## src/rtl/seg_chk_pkg.sv

```systemverilog
package seg_chk_pkg;

   typedef enum logic [1:0] {
      KIND_FETCH = 2'b00,
      KIND_READ  = 2'b01,
      KIND_WRITE = 2'b10,
      KIND_WRALT = 2'b11
   } acc_kind_e;

   typedef enum logic [1:0] {
      FLT_NONE = 2'b00,
      FLT_GP   = 2'b01,
      FLT_NP   = 2'b10
   } fault_e;

endpackage

```

## src/rtl/seg_rights_check.sv

```systemverilog
// Present, privilege and type rules; only active in protected mode
module seg_rights_check
   import seg_chk_pkg::*;
#(
   parameter int PL_W = 2
) (
   input  logic            pe_en,
   input  acc_kind_e       kind,
   input  logic [PL_W-1:0] cpl,
   input  logic [PL_W-1:0] dpl,
   input  logic [PL_W-1:0] rpl,
   input  logic            present,
   input  logic            exec,
   input  logic            rw,
   output logic            np_fault,
   output logic            gp_fault
);
   logic is_fetch;
   logic is_read;
   logic is_write;
   logic priv_bad;
   logic type_bad;

   always_comb begin
      is_fetch = (kind == KIND_FETCH);
      is_read  = (kind == KIND_READ);
      is_write = (kind == KIND_WRITE) || (kind == KIND_WRALT);

      priv_bad = (cpl > dpl) || (!is_fetch && (rpl > dpl));

      type_bad = 1'b0;
      if (is_fetch)      type_bad = !exec;
      else if (is_read)  type_bad = exec && !rw;
      else if (is_write) type_bad = exec || !rw;

      np_fault = pe_en && !present;
      gp_fault = pe_en && present && (priv_bad || type_bad);
   end
endmodule

```

## config.mk

```make
export PLATFORM = sky130hd
export DESIGN_NAME = seg_rights_check
export DESIGN_NICKNAME = d
export VERILOG_FILES = /design/src/rtl/seg_chk_pkg.sv /design/src/rtl/seg_rights_check.sv
export SDC_FILE = /design/constraint.sdc
export NUM_CORES = 1
export LEC_CHECK = 0
export ABC_AREA = 1
export ABC_CLOCK_PERIOD_IN_PS = 1940
export CAP_MARGIN = 5
export CORE_AREA = 3 3 40 42
export DETAILED_ROUTE_END_ITERATION = 10
export DIE_AREA = 0 0 43 45
export PLACE_DENSITY = 0.41
export SYNTH_ARGS = -nofsm -noshare
export SYNTH_HDL_FRONTEND = slang
export SYNTH_SLANG_ARGS = --single-unit
```

## constraint.sdc

```tcl
create_clock -name vclk -period 1.94
set_clock_uncertainty 0.15 [all_clocks]
set_input_delay 0.388 -clock vclk [all_inputs]
set_output_delay 0.388 -clock vclk [all_outputs]
set_load 0.005 [all_outputs]
```

* Yosys cells after proc, flatten, opt, wreduce, memory -nomap -nowiden
Index checks and enable logic that the tools add are counted.
Widths: inputs -> output; s select.
** Word-level totals
- Bits in registers :: 0
- Word-level logic and storage cells :: 22
** Cells by class
- Order comparisons :: 2
- Eq/ne operators :: 3
- Mux-type cells :: 3
- Reduce and logical (&&, ||, !) cells :: 14
** Operators with widths (number)
- $logic_and 1x1->1 :: 5
- $eq 2x2->1 const B :: 2
- $gt 2x2->1 :: 2
- $logic_not 1->1 :: 4
- $logic_or 1x1->1 :: 4
- $mux 1 :: 3
- $eq 2x1->1 const B :: 1
- $logic_not 2->1 :: 1

* Longest topological paths before layout
- Depth in word-level cells :: 7
- Depth in mapped cells :: 9
- Mapped depth without buffers :: 9

* Worst setup path before layout
Ideal clock, no wire load.
- Path kind :: input port to output port
- From :: in dpl[1]
- To :: out gp_fault
- Arrival time :: 1.099 ns
- Data required time :: 1.402 ns
- Slack :: 0.303 ns
- Stages :: 9
- Cells stage by stage :: inv_1 > ha_1 > nand2_1 > inv_1 > nor2_1 > nand2_1 > nand2_1 > nor2_1 > nor2_1
** Between the ends
- Cells in the longest elaborated chain, start to end :: 5
- Elaborated cells between the ends (all ways) :: 6
- Classes of those cells :: 2 x order compare; 4 x reduce/logical
** RTL lines
- start: declaration :: line seg_rights_check.sv:10 : input logic [PL_W-1:0] dpl,
- $gt 2x2->1 :: line seg_rights_check.sv:29 : priv_bad = (cpl > dpl) || (!is_fetch && (rpl > dpl));
- $logic_and 1x1->1 :: line seg_rights_check.sv:29
- $logic_or 1x1->1 (*) :: line seg_rights_check.sv:29
- $logic_or 1x1->1 (*) :: line seg_rights_check.sv:37 : gp_fault = pe_en && present && (priv_bad || type_bad);
- $logic_and 1x1->1 (*) :: line seg_rights_check.sv:37
- end: declaration :: line seg_rights_check.sv:16 : output logic gp_fault
Mark *: on every way between the ends. The rest lies on a longest branch, timed or not.

* Worst setup path after layout
- From :: in dpl[0]
- To :: out gp_fault
Same word-level chain as after synthesis.

==> impl_metrics.csv <==
group,metric,value,unit
cells_and_area,nClkBuffers,0,
routing,first_iter_violations,0,
routing,wl_met2,231,µm
routing,drc,0,
synth,netlist_top_cells_area,"nand2_1 (31%), ha_1 (27%), inv_1 (23%)",
worst_setup_path,crit_end,"gp_fault",
clock_tree,postCtsHoldBufs,0,
worst_setup_path,slowest_delay,0.31,ns
floorplanning,die-area,0.00194,mm²
floorplanning,boundaryPins,14,
placement,routabilityCongestion,0.656,
routing,ant_nets,0,
pwr,powerDensity,190,mW/mm²
routing,totalWireLength,429,µm
synth,synth_top_area_cell,"nand2_1",
cells_and_area,seq_cells,0,
pwr,vdd_ir_drop_max,0.0464,mV
timing,max_slew.worst_pin.slew,0.139,ns
synth,yosysSeqAreaShare,0,%
pwr,p_leak,0.229,nW
timing,rsz0062_at_grt,"no",
routing,drtPass1Iterations,1,
timing,slew_headroom,90.7,%
cells_and_area,nFillCells,144,
synth,synthDistinctLibCells,6,
worst_setup_path,worst_setup_path_end_kind,"output port",
worst_setup_path,crit_fanout,2,
timing,period_needed,1.84,ns
timing,final_hold_viol_count,0,
synth,syn_inst,38,
grt,grt_pass1_wl,765,µm
worst_setup_path,critPathLaunch,"dpl[0]",
floorplanning,die_w,43,µm
cells_and_area,final_nets,70,
grt,grtUsageTotal,4.64,%
routing,highest_layer,"met3",
cells_and_area,antenna_cells,0,
routing,wl_met3,27,µm
cells_and_area,seq_area,0,µm²
cells_and_area,fin_area,382,µm²
cells_and_area,multiInputGateArea,190,µm²
floorplanning,rows,13,
worst_setup_path,critPathTopFamily,"buffers and inverters",
worst_setup_path,worstSetupPathType,"in -> out",
timing,finalSetupViolCount,0,
routing,post_drt_wl_per_cell,6.40,µm
grt,grt_max_degree,4,
grt,antenna_found_initial,0,
synth,yosysWarnings,0,
worst_setup_path,cp.buffers_inverters,2,
routing,drt-met1-wl,170,µm
clock_tree,cts_setup_buffers,0,
pwr,design_power_total,72.4,µW
outcome,outcome,"finished, final reports clean",
placement,placed_area,342,µm²
timing,fmax,543,MHz
synth,synth_most_common_cell,"nand2_1",
placement,io_buffers,14,
worst_setup_path,cp_slowest_cell,"ha_2",
cells_and_area,area_growth,109,%
floorplanning,fp.dieH,45,µm
synth,syn_nets,54,
worst_setup_path,start_kind,"primary input",
grt,grt.overflow.total,0,
routing,vias,242,
synth,avgSynthCellArea,4.81,µm²
floorplanning,initial_core_util,14.2,%
grt,grt_pass1_vias,196,
worst_setup_path,cp.arrival,1.30,ns
synth,synthTopCellsByCount,"nand2_1 (15), inv_1 (11), nor2_1 (5), ha_1 (4), nand2_2 (2)",
timing,drv_slew,0,
floorplanning,coreArea,0.00128,mm²
cells_and_area,drive_gt1_share,40.4,%
run,cap_violations,0,
worst_setup_path,cp_num_cells,8,
min_path,hp-class,"in -> out",
routing,via_per_inst,3.61,
worst_setup_path,required,1.40,ns
placement,hpwlAfterDp,379,µm
worst_setup_path,critical_path.cell_chain,"clkdlybuf4s15_2, ha_2, nand2_1, nand2_2, nand2_2, nor2_1, nor2_1, buf_2",
timing,timing.final.crit_share,94.9,%
synth,yosysTopAreaCellShare,30.8,%
synth,syn_area,183,µm²
[worst min-delay path by stage]
stage / depth (start not counted) / from / end / slack [ns]
3_5_place_dp: 4 / pe_en / np_fault / 1.57
3_3_place_gp: 4 / pe_en / np_fault / 1.56
6_report: 7 / kind[0] / gp_fault / 1.14
2_1_floorplan: 1 / present / np_fault / 0.66
4_1_cts: 4 / pe_en / gp_fault / 1.26
5_1_grt: 7 / kind[0] / gp_fault / 1.25
[layout by cell type (no fill, tap or decap)]
cell	instances
nand2_1	11
inv_1	7
nand2_2	6
inv_2	5
nor2_1	4
ha_4	3
dlymetal6s2s_1	3
clkdlybuf4s50_1	3
clkdlybuf4s15_1	2
buf_2	2
clkbuf_2	2
nor2_2	1
ha_2	1
clkdlybuf4s15_2	1
dlygate4sd2_1	1
[repair_timing]
| item | CTS | global route |
|---|---|---|
| pin swaps | 12 | 13 |
| gates resized for setup | 23 | 14 |
| setup endpoints to repair | 2 | 1 |
[layer usage]
metal  track usage, %  vias to the layer above
met3            0.398                        0
met5                0                        -
li1                 -                      136
met2             7.49                        5
met4                0                        0
met1             7.14                      101
[report_power, final]
group	switching [mW]	internal (mW)
logic	0.0323	0.0401
clock network	0	0
registers	0	0
total	0.0323	0.0401
[kinds of logic after synthesis]
kind of cell	Yosys count	synth area share (%)
fa+ha+maj	4	27.4
buf+inv	12	24.7
simple gates	22	47.9
[layout make-up]
| class | instances | area share, % |
|---|---|---|
| Multi-Input combinational cell | 26 | 49.8 |
| Timing Repair Buffer | 14 | 33.4 |
| Tap cell | 15 | 4.92 |
| Inverter | 12 | 11.8 |
[stage by stage]
stage          hold WS [ns]  TNS (ns)  setup slack (ns)  instances  utilization, %
2_1_floorplan         0.657         0             0.303         38               -
3_3_place_gp           1.56    -0.793            -0.719         67            26.6
3_5_place_dp           1.57    -0.808            -0.730         67            26.6
4_1_cts                1.26  -0.00283          -0.00283         67            27.9
5_1_grt                1.25         0           0.00860         67            29.7
6_report               1.14         0            0.0985         67            29.7
Note: power is estimated with default switching activity, not from simulation.
